File: src/rtl/mlpwm_pkg.sv
package mlpwm_pkg;
  localparam int NUM_PH = 3;
  localparam int NUM_CAR = 3;
  localparam int GATES_PER_LEG = 4;

  typedef enum logic [1:0] {
    G_TOP_MAIN = 2'd0,
    G_UP_AUX   = 2'd1,
    G_LO_AUX   = 2'd2,
    G_BOT_MAIN = 2'd3
  } gate_idx_e;

  // quarter-wave entry, rational sine approximation over a half wave of 2*qn steps
  function automatic logic [31:0] qtab_val(input int idx, input int qn, input int fs);
    longint u, d;
    u = longint'(idx) * longint'(2 * qn - idx);
    d = longint'(2 * qn) * longint'(2 * qn);
    return 32'((longint'(fs) * 16 * u) / (5 * d - 4 * u));
  endfunction

  // offset of k thirds of a turn, rounded
  function automatic longint phase_off(input int k, input int aw);
    return ((longint'(1) <<< aw) * longint'(k) + 1) / 3;
  endfunction
endpackage

File: src/rtl/mlpwm_carrier.sv
module mlpwm_carrier #(
  parameter int PER_W = 12,
  localparam int CAR_W = PER_W + 2
) (
  input  logic                          clk_i,
  input  logic                          rst_ni,
  input  logic [PER_W-1:0]              period_i,
  output logic                          peak_o,
  output logic [CAR_W-1:0]              per_o,
  output logic [mlpwm_pkg::NUM_CAR-1:0][CAR_W-1:0] car_o
);
  logic [PER_W-1:0] cnt_q, per_q;
  logic             up_q;
  logic             at_top, at_bot;

  assign at_top = up_q && (cnt_q == per_q);
  assign at_bot = !up_q && (cnt_q == '0);
  assign peak_o = at_top;

  always_ff @(posedge clk_i or negedge rst_ni) begin
    if (!rst_ni) begin
      cnt_q <= '0;
      per_q <= '0;
      up_q  <= 1'b0;
    end else if (at_bot) begin
      per_q <= period_i;
      up_q  <= 1'b1;
      cnt_q <= (period_i == '0) ? '0 : PER_W'(1);
    end else if (at_top) begin
      up_q  <= 1'b0;
      cnt_q <= (cnt_q == '0) ? '0 : cnt_q - 1'b1;
    end else if (up_q) begin
      cnt_q <= cnt_q + 1'b1;
    end else begin
      cnt_q <= cnt_q - 1'b1;
    end
  end

  // one register stage to line up with the reference pipeline
  always_ff @(posedge clk_i or negedge rst_ni) begin
    if (!rst_ni) per_o <= '0;
    else         per_o <= CAR_W'(per_q);
  end

  for (genvar k = 0; k < mlpwm_pkg::NUM_CAR; k++) begin : g_band
    always_ff @(posedge clk_i or negedge rst_ni) begin
      if (!rst_ni) car_o[k] <= '0;
      else         car_o[k] <= CAR_W'(cnt_q) + CAR_W'(k) * CAR_W'(per_q);
    end
  end

  p_cnt_range_r1: assert property (@(posedge clk_i) disable iff (!rst_ni)
    cnt_q <= per_q);

  p_per_hold_r2: assert property (@(posedge clk_i) disable iff (!rst_ni)
    !at_bot |=> $stable(per_q));
endmodule

File: src/rtl/mlpwm_ref.sv
module mlpwm_ref #(
  parameter int ACC_W  = 32,
  parameter int REF_W  = 16,
  parameter int AMP_W  = 16,
  parameter int LUT_AW = 6,
  localparam int QN    = 2 ** LUT_AW,
  localparam int UNITY = 2 ** (REF_W - 1),
  localparam int FS    = UNITY - 1,
  localparam int PRD_W = REF_W + AMP_W + 1
) (
  input  logic                         clk_i,
  input  logic                         rst_ni,
  input  logic                         peak_i,
  input  logic [ACC_W-1:0]             tune_i,
  input  logic [AMP_W-1:0]             amp_i,
  output logic [mlpwm_pkg::NUM_PH-1:0][REF_W-1:0] ref_o
);
  logic [ACC_W-1:0] acc_q, ftw_q;
  logic [AMP_W-1:0] amp_q, amp_sat;
  logic [REF_W-1:0] qtab [QN+1];

  for (genvar i = 0; i <= QN; i++) begin : g_tab
    localparam logic [REF_W-1:0] ENTRY = REF_W'(mlpwm_pkg::qtab_val(i, QN, FS));
    assign qtab[i] = ENTRY;
  end

  assign amp_sat = (amp_i > AMP_W'(UNITY)) ? AMP_W'(UNITY) : amp_i;

  always_ff @(posedge clk_i or negedge rst_ni) begin
    if (!rst_ni) begin
      ftw_q <= '0;
      amp_q <= '0;
    end else if (peak_i) begin
      ftw_q <= tune_i;
      amp_q <= amp_sat;
    end
  end

  always_ff @(posedge clk_i or negedge rst_ni) begin
    if (!rst_ni) acc_q <= '0;
    else         acc_q <= acc_q + ftw_q;
  end

  for (genvar p = 0; p < mlpwm_pkg::NUM_PH; p++) begin : g_ph
    // phase B lags A by a third of a turn, phase C by two thirds
    localparam logic [ACC_W-1:0] OFF = ACC_W'(mlpwm_pkg::phase_off((3 - p) % 3, ACC_W));
    logic [LUT_AW+1:0]       top_bits;
    logic [LUT_AW:0]         addr;
    logic signed [REF_W-1:0] mag, smp;
    logic signed [PRD_W-1:0] prod;

    assign top_bits = (LUT_AW + 2)'((acc_q + OFF) >> (ACC_W - LUT_AW - 2));
    assign addr = top_bits[LUT_AW] ? (LUT_AW + 1)'(QN) - {1'b0, top_bits[LUT_AW-1:0]}
                                   : {1'b0, top_bits[LUT_AW-1:0]};
    assign mag  = $signed(qtab[addr]);
    assign smp  = top_bits[LUT_AW+1] ? -mag : mag;
    assign prod = PRD_W'(smp) * $signed({1'b0, amp_q});

    always_ff @(posedge clk_i or negedge rst_ni) begin
      if (!rst_ni) ref_o[p] <= '0;
      else         ref_o[p] <= REF_W'(prod >>> (REF_W - 1));
    end
  end

  p_param_hold_r11: assert property (@(posedge clk_i) disable iff (!rst_ni)
    !peak_i |=> ($stable(amp_q) && $stable(ftw_q)));

  p_gain_limit_r4: assert property (@(posedge clk_i) disable iff (!rst_ni)
    amp_q <= AMP_W'(UNITY));
endmodule

File: src/rtl/mlpwm_leg.sv
module mlpwm_leg #(
  parameter int REF_W = 16,
  parameter int CAR_W = 14,
  localparam int PRD_W = REF_W + CAR_W
) (
  input  logic                          clk_i,
  input  logic                          rst_ni,
  input  logic [REF_W-1:0]              ref_i,
  input  logic [CAR_W-1:0]              per_i,
  input  logic [mlpwm_pkg::NUM_CAR-1:0][CAR_W-1:0] car_i,
  output logic [mlpwm_pkg::GATES_PER_LEG-1:0] gate_o
);
  import mlpwm_pkg::*;

  logic [REF_W-1:0] ref_u;
  logic [CAR_W-1:0] per3, lvl;
  logic [PRD_W-1:0] prod;
  logic             pos, neg;

  typedef struct packed {
    logic gt_top, lt_top, gt_mid, lt_mid, gt_bot, lt_bot, pos, neg;
  } cmp_t;
  cmp_t cmp_q;

  // offset binary: -32767..32767 maps onto 1..65535
  assign ref_u = {~ref_i[REF_W-1], ref_i[REF_W-2:0]};
  assign per3  = per_i + (per_i << 1);
  assign prod  = PRD_W'(ref_u) * PRD_W'(per3);
  assign lvl   = CAR_W'(prod >> REF_W);
  assign neg   = ref_i[REF_W-1];
  assign pos   = !ref_i[REF_W-1] && (ref_i[REF_W-2:0] != '0);

  always_ff @(posedge clk_i or negedge rst_ni) begin
    if (!rst_ni) begin
      cmp_q <= '0;
    end else begin
      cmp_q.gt_top <= lvl > car_i[2];
      cmp_q.lt_top <= lvl < car_i[2];
      cmp_q.gt_mid <= lvl > car_i[1];
      cmp_q.lt_mid <= lvl < car_i[1];
      cmp_q.gt_bot <= lvl > car_i[0];
      cmp_q.lt_bot <= lvl < car_i[0];
      cmp_q.pos    <= pos;
      cmp_q.neg    <= neg;
    end
  end

  always_ff @(posedge clk_i or negedge rst_ni) begin
    if (!rst_ni) begin
      gate_o <= '0;
    end else begin
      gate_o[G_TOP_MAIN] <= cmp_q.gt_top;
      gate_o[G_UP_AUX]   <= cmp_q.lt_top && cmp_q.gt_mid && cmp_q.pos;
      gate_o[G_LO_AUX]   <= (cmp_q.gt_bot && cmp_q.neg) || (cmp_q.lt_mid && cmp_q.pos);
      gate_o[G_BOT_MAIN] <= cmp_q.lt_bot;
    end
  end

  p_main_excl_r13: assert property (@(posedge clk_i) disable iff (!rst_ni)
    !(gate_o[G_TOP_MAIN] && gate_o[G_BOT_MAIN]));

  p_aux_excl_r13: assert property (@(posedge clk_i) disable iff (!rst_ni)
    !(gate_o[G_UP_AUX] && gate_o[G_LO_AUX]));

  p_up_aux_sign_r7: assert property (@(posedge clk_i) disable iff (!rst_ni)
    gate_o[G_UP_AUX] |-> ($signed($past(ref_i, 2)) > 0));
endmodule

File: src/rtl/mlpwm_gate_gen.sv
module mlpwm_gate_gen #(
  parameter int PER_W  = 12,
  parameter int ACC_W  = 32,
  parameter int REF_W  = 16,
  parameter int AMP_W  = 16,
  parameter int LUT_AW = 6,
  localparam int CAR_W = PER_W + 2,
  localparam int NG    = mlpwm_pkg::NUM_PH * mlpwm_pkg::GATES_PER_LEG
) (
  input  logic             clk_i,
  input  logic             rst_ni,
  input  logic [ACC_W-1:0] tune_word_i,
  input  logic [AMP_W-1:0] amp_i,
  input  logic [PER_W-1:0] period_i,
  output logic [NG-1:0]    gate_o
);
  import mlpwm_pkg::*;

  logic                             peak;
  logic [CAR_W-1:0]                 per_d;
  logic [NUM_CAR-1:0][CAR_W-1:0]    car_d;
  logic [NUM_PH-1:0][REF_W-1:0]     ref_d;

  mlpwm_carrier #(.PER_W(PER_W)) i_carrier (
    .clk_i    (clk_i),
    .rst_ni   (rst_ni),
    .period_i (period_i),
    .peak_o   (peak),
    .per_o    (per_d),
    .car_o    (car_d)
  );

  mlpwm_ref #(
    .ACC_W (ACC_W),
    .REF_W (REF_W),
    .AMP_W (AMP_W),
    .LUT_AW(LUT_AW)
  ) i_ref (
    .clk_i  (clk_i),
    .rst_ni (rst_ni),
    .peak_i (peak),
    .tune_i (tune_word_i),
    .amp_i  (amp_i),
    .ref_o  (ref_d)
  );

  for (genvar p = 0; p < NUM_PH; p++) begin : g_leg
    mlpwm_leg #(.REF_W(REF_W), .CAR_W(CAR_W)) i_leg (
      .clk_i  (clk_i),
      .rst_ni (rst_ni),
      .ref_i  (ref_d[p]),
      .per_i  (per_d),
      .car_i  (car_d),
      .gate_o (gate_o[GATES_PER_LEG*p +: GATES_PER_LEG])
    );
  end
endmodule

File: config.mk
export PLATFORM = sky130hd
export DESIGN_NAME = mlpwm_gate_gen
export DESIGN_NICKNAME = d
export VERILOG_FILES = /design/src/rtl/mlpwm_pkg.sv /design/src/rtl/mlpwm_carrier.sv /design/src/rtl/mlpwm_ref.sv /design/src/rtl/mlpwm_leg.sv /design/src/rtl/mlpwm_gate_gen.sv
export SDC_FILE = /design/constraint.sdc
export NUM_CORES = 2
export LEC_CHECK = 0
export BUFFER_PORTS_ARGS = -buffer_cell sky130_fd_sc_hd__buf_2
export CORE_UTILIZATION = 50
export CTS_BUF_LIST = sky130_fd_sc_hd__clkbuf_8
export DETAILED_ROUTE_END_ITERATION = 8
export GPL_TIMING_DRIVEN = 1
export MAX_ROUTING_LAYER = met4
export PLACE_DENSITY = 0.65
export REMOVE_ABC_BUFFERS = 1
export SLEW_MARGIN = 20
export SYNTH_ARGS = -nofsm -noshare
export SYNTH_HDL_FRONTEND = slang
export SYNTH_SLANG_ARGS = --single-unit
File: constraint.sdc
create_clock -name clk_i -period 15.8 [get_ports clk_i]
set_clock_uncertainty 0.2 [all_clocks]
set_input_delay 3.16 -clock clk_i [delete_from_list [all_inputs] [get_ports clk_i]]
set_output_delay 3.16 -clock clk_i [all_outputs]
set_load 0.01 [all_outputs]
* Word-level counts from Yosys, hierarchy flattened
Memories as Yosys holds them, arrays and structs flattened. Index checks and enable logic that the tools add are counted.
Operators by class: reductions and logical operators 30, divide/modulo/power cells 0, bitwise operators 6, multipliers 6, shifts and indexed selects 0, $add $sub $neg 14, $lt $le $gt $ge 22, eq/ne operators 1, muxes and demuxes 20
Operator list (count):
- 16-bit 2-to-1 mux | 10
- 16-bit by 17-bit multiplier with 31-bit output | 3
- 16-bit by 14-bit multiplier with 30-bit output | 3
- 14-bit greater-than comparator | 6
- 14-bit less-than comparator | 6
- 12-bit 2-to-1 mux | 4
- 16-bit negation | 3
- 15-bit nonzero test | 3
- 14-bit by 12-bit greater-than comparator with 1-bit output | 3
- 14-bit by 12-bit less-than comparator with 1-bit output | 3
- 32-bit by 31-bit adder with 32-bit output, second input constant | 1
- 32-bit adder | 1
- 32-bit adder, second input constant | 1
- 12-bit by 13-bit adder with 14-bit output | 2
- 8-bit >= comparator, second input constant | 3
- 12-bit zero test | 2
- 7-bit inverter with 8-bit output | 3
- 7-bit 2-to-1 mux | 3
- 7-bit by 6-bit subtractor with 7-bit output, first input constant | 3
- 1-bit logical AND | 17
- 16-bit greater-than comparator, second input constant | 1
- 12-bit by 12-bit adder with 13-bit output | 1
- 12-bit by 1-bit adder with 12-bit output, second input constant | 1
- 12-bit equality test | 1
- other kinds (6) | 15
Word-level totals: memory bits (writable) 0, bits of input ports 62, memory bits (read-only) 6144, bits in registers 241, word-level logic and storage cells 142, bits in latches 0, memories kept 3
Memories:
- (name not given) | words 128, width 16, rd ports 1, clocked after memory_dff 0, wr ports 0, line mlpwm_ref.sv:55 | assign mag = $signed(qtab[addr]);
- (name not given) | words 128, width 16, rd ports 1, clocked after memory_dff 0, wr ports 0, line mlpwm_ref.sv:55
- (name not given) | words 128, width 16, rd ports 1, clocked after memory_dff 0, wr ports 0, line mlpwm_ref.sv:55

* Longest topological paths before layout
depth after elaboration 10, depth in mapped cells 52, depth with buffers taken out 50

* Hierarchy
A second synthesis with hierarchy kept.
Unflattened totals: cell total of the unflattened synthesis 7799, area, all modules 67557.3 µm²
Modules (own cells, without submodules):
- mlpwm_ref | cells each 4377, instances 1, area each 36973.0 µm²
- mlpwm_leg (g_leg[0].i_leg ...) | cells each 1022, instances 2, area each 8868.5 µm²
- mlpwm_leg (g_leg[2].i_leg) | cells each 1051, instances 1, area each 9088.7 µm²
- mlpwm_carrier | cells each 327, instances 1, area each 3758.6 µm²

* Worst setup path before layout
OpenSTA, ideal clock, no wires.
kind register to register, start point reg i_ref.acc_q[24], end point reg i_ref.ref_o[47] in the netlist's numbering, slack 4.464 ns, cell stages (with the launch flop) 49, data required time 15.470 ns, data arrival time 11.005 ns, setup time 0.130 ns, period minus slack after synthesis 11.336 ns, cell sequence dfrtp_1 buf_2 inv_1 ha_1 nand2_1 nor4_1 nor3b_2 a41oi_2 xnor2_4 mux2i_1 inv_1 ha_1 inv_1 mux2i_1 nor3_1 or4_1 a211oi_2 ha_1 [13 not listed] inv_1 fa_1 inv_1 ha_1 a21o_1 a21oi_1 nor2b_1 o21ai_0 nand2b_1 a21oi_1 nor4b_1 o41ai_2 nand2_1 o21ai_2 o41ai_4 o21ai_1 o41ai_2 xnor2_1
On the way: word-level cells in the longest chain between the ends 10
Ends and longest elaborated chain:
- start, declared | line mlpwm_ref.sv:18 | logic [ACC_W-1:0] acc_q, ftw_q;
- start signal, assigned | line mlpwm_ref.sv:41 | else acc_q <= acc_q + ftw_q;
- 32-bit by 31-bit adder with 32-bit output (*) | line mlpwm_ref.sv:52 | assign top_bits = (LUT_AW + 2)'((acc_q + OFF) >> (ACC_W - LUT_AW - 2));
- 7-bit by 6-bit subtractor with 7-bit output | line mlpwm_ref.sv:53 | assign addr = top_bits[LUT_AW] ? (LUT_AW + 1)'(QN) - {1'b0, top_bits[LUT_AW-1:0]}
- 7-bit 2-to-1 mux | line mlpwm_ref.sv:53
- 7-bit inverter with 8-bit output (implied by the code) | line mlpwm_ref.sv:55
- memory 128 x 16 bit
- 16-bit 2-to-1 mux (implied by the code) (2 in series) | line mlpwm_ref.sv:55
- 16-bit negation | line mlpwm_ref.sv:56 | assign smp = top_bits[LUT_AW+1] ? -mag : mag;
- 16-bit 2-to-1 mux (*) | line mlpwm_ref.sv:56
- 16-bit by 17-bit multiplier with 31-bit output (*) | line mlpwm_ref.sv:57 | assign prod = PRD_W'(smp) * $signed({1'b0, amp_q});
- via i_ref.g_ph[2].prod[30] | line mlpwm_ref.sv:50 | logic signed [PRD_W-1:0] prod;
- end signal, assigned by index | line mlpwm_ref.sv:61 | else ref_o[p] <= REF_W'(prod >>> (REF_W - 1));
- end, declared | line mlpwm_ref.sv:16 | output logic [mlpwm_pkg::NUM_PH-1:0][REF_W-1:0] ref_o
Mark *: on every way through the listed nets, which the timed path passes. The rest lies on a longest branch. The select of a mux whose other input is x is not followed. A chain may end at the register's enable or synchronous reset.

* Worst setup path after layout
start point reg i_ref.acc_q[25], end point reg i_ref.ref_o[47] in the netlist's numbering
Same word-level chain as after synthesis.

==> impl_metrics.json <==
{
  "postCtsSetupBuffers": 0,
  "htree_levels": 2,
  "clk_latency_ns": 0.71,
  "grt-ovfl-total": 0,
  "dieArea_um2": 130000,
  "final_area_um2": 67500,
  "path_class": "register to register",
  "nets": 9066,
  "core-area_um2": 128000,
  "rsz0062_at_grt": "false",
  "initial_core_util_pct": 50.4,
  "setup_violations": 0,
  "via_count": 49100,
  "yosysMostFrequentCell": "inv_1",
  "fmax_mhz": 73.1,
  "cp_max_fo": 24,
  "synth_edf_count": 0,
  "path_buf_inv": 6,
  "finalWirelength_um": 169000,
  "synthCells": 7208,
  "cp_slowest_cell": "dfrtp_1",
  "num_rows": 131,
  "grt_max_degree": 77,
  "status": "complete, no violations",
  "grt_first_pass_wirelength_um": 276000,
  "cts_tree": "done",
  "io_buffers": 73,
  "end_kind": "register",
  "postPlaceCellArea_um2": 66400,
  "gp_congestion": 0.920,
  "syn_to_final_growth_pct": 4.97,
  "ctsResizeCount": 0,
  "synth_top_area_share_pct": 33.5,
  "drtIter0Drc": 3467,
  "grt_pass1_vias": 51700,
  "max_slew.worst_pin.slew_ns": 1.15,
  "fin_tns_setup_ns": 0,
  "synth_ff_type": "dfrtp_1",
  "syn_area_per_cell_um2": 8.92,
  "ys_ff_latch": 239,
  "cp_top_family": "adder cells",
  "vias_per_cell": 5.58,
  "synth.distinct_cells": 118,
  "ff_latch_area_um2": 5980,
  "worst_setup_hold_path_clk_slew_ns": 0.07,
  "ios": 74,
  "drv_slew": 0,
  "min_path_type": "register to register",
  "cap_violations": 0,
  "period_share_pct": 86.6,
  "hold_buffers": 0,
  "multiInputGateArea_um2": 52400,
  "wl_per_cell_um": 19.2,
  "min_period_ns": 13.68,
  "worstSetupStartpointType": "register",
  "synth_largest_area_cell": "fa_1",
  "first_pass_iters": 5,
  "dp_hpwl_um": 132000,
  "drive_above_1_share_pct": 6.02,
  "critPathArrivalTime_ns": 14.06,
  "yosysWarnings": 0,
  "synth_area_leaders": "fa_1 33%, ha_1 16%, dfrtp_1 9.3%, inv_1 7.4%, and2_1 6.0%",
  "antenna_found_initial": 3,
  "clock-sinks": 239,
  "syn-cell-area_um2": 64300,
  "final_antenna_net_count": 0,
  "hold_viol_final": 0,
  "post-route-drc-count": 0,
  "numCtsBuffers": 47,
  "cts_root_buf": "clkbuf_8",
  "clk_path_buf_depth": 3,
  "synthArstFlopShare_pct": 100,
  "grt_usage_pct": 27.3,
  "crit_path_max_incr_delay_ns": 0.90,
  "required_ns": 16.18,
  "ys_top_cells_by_count": "1268 x inv_1, 1075 x fa_1, 897 x nand2_1",
  "synth-seq-area-share_pct": 9.30,
  "dieHeight_um": 361,
  "slew_headroom_pct": 22.5,
  "dieWidth_um": 361,
  "nFillCells": 11800
}
## flip-flops by register name (all words and copies together), names as in the netlist
| signal | flops |
|---|---|
| g_leg.i_leg.cmp_q | 24 |
| g_leg.i_leg.gate_o | 12 |
| i_carrier.car_o | 38 |
| i_carrier.cnt_q | 12 |
| i_carrier.per_o | 12 |
| i_carrier.per_q | 12 |
| i_carrier.up_q | 1 |
| i_ref.acc_q | 32 |
| i_ref.amp_q | 16 |
| i_ref.ftw_q | 32 |
| i_ref.ref_o | 48 |
## per-layer routing
| metal | track usage [%] | up-vias | share of wire, % |
|---|---|---|---|
| met5 | - | - | 0 |
| met4 | 8.62 | 0 | 3.4 |
| met3 | 2.75 | 291 | 5.3 |
| met2 | 44.7 | 1497 | 48 |
| met1 | 35.6 | 24700 | 44 |
| li1 | - | 22600 | - |
## worst reg2reg max path, delay by kind of cell, from the launching register on
kind / cells / cell delay [ns]
adders and majority gates: 9 / 4.45
and+or+nand+nor: 11 / 2.55
AOI/OAI and AO/OA: 12 / 2.41
xor gates and xnor gates: 3 / 1.33
muxes: 2 / 0.99
DFF: 1 / 0.90
buffers and inverters: 6 / 0.74
## cell usage in the layout (no fill, tap or decap), types with 63 or more instances in the layout
master,count
a21o_1,72
a21oi_1,212
and2_1,618
buf_2,72
buf_4,115
dfrtp_1,239
fa_1,1074
ha_1,832
inv_1,1275
nand2_1,897
nand2b_1,63
nand3_1,78
nor2_1,267
nor2b_1,71
nor3_1,98
o21ai_0,140
xnor2_1,144
## metrics by stage
stage / std cells / util (%) / setup WS [ns] / hold slack (ns)
after floorplan: 6859 / - / 2.37 / 0.131
after global placement: 8709 / 52.1 / 2.34 / 0.132
after detailed placement: 8709 / 52.1 / 1.98 / 0.135
after CTS: 8792 / 52.9 / 1.94 / 0.149
after global routing: 8794 / 52.9 / 1.28 / 0.155
final: 8795 / 52.9 / 2.12 / 0.147
## cells by family (layout without fill, tap and decap cells)
logic type                 after synthesis  after routing  share of synthesized area, %
other                                    0              3                             0
AOI/OAI and AO/OA                      855            855                          9.19
adders and majority gates             1908           1908                          49.7
xor gates and xnor gates               231            231                          3.35
muxes                                   69             69                          1.32
and+or+nand+nor                       2284           2284                          17.6
DFF                                    239            239                          9.30
buffers and inverters                 1622           1544                          9.63
## worst paths after layout
check / slack, ns / cells after the start / end / from
hold / removal: 0.15 / 0 / g_leg[1].i_leg.gate_o[0]$_DFF_PN0_ / g_leg[1].i_leg.cmp_q[7]$_DFF_PN0_
setup / recovery: 2.12 / 43 / i_ref.ref_o[47]$_DFF_PN0_ / i_ref.acc_q[25]$_DFF_PN0_
hold reg to reg: 0.15 / 0 / g_leg[1].i_leg.gate_o[0]$_DFF_PN0_ / g_leg[1].i_leg.cmp_q[7]$_DFF_PN0_
setup reg to reg: 2.12 / 43 / i_ref.ref_o[47]$_DFF_PN0_ / i_ref.acc_q[25]$_DFF_PN0_
max in group asynchronous: 11.81 / 2 / g_leg[0].i_leg.cmp_q[2]$_DFF_PN0_ / rst_ni
min in group asynchronous: 2.24 / 1 / i_ref.ftw_q[15]$_DFFE_PN0P_ / rst_ni
## cell type report
type | instances | area share, %
multi-input combinational | 5347 | 77.6
sequential | 239 | 8.86
inverter | 1273 | 7.08
tap | 1662 | 3.08
timing repair buffer | 188 | 1.83
clock buffer | 58 | 1.18
clock inverter | 25 | 0.397
antenna | 3 | 0.0111
Power is left out: the tool's default activity adds up to more than one toggle a clock period on the data nets, which glitch-free logic cannot reach.
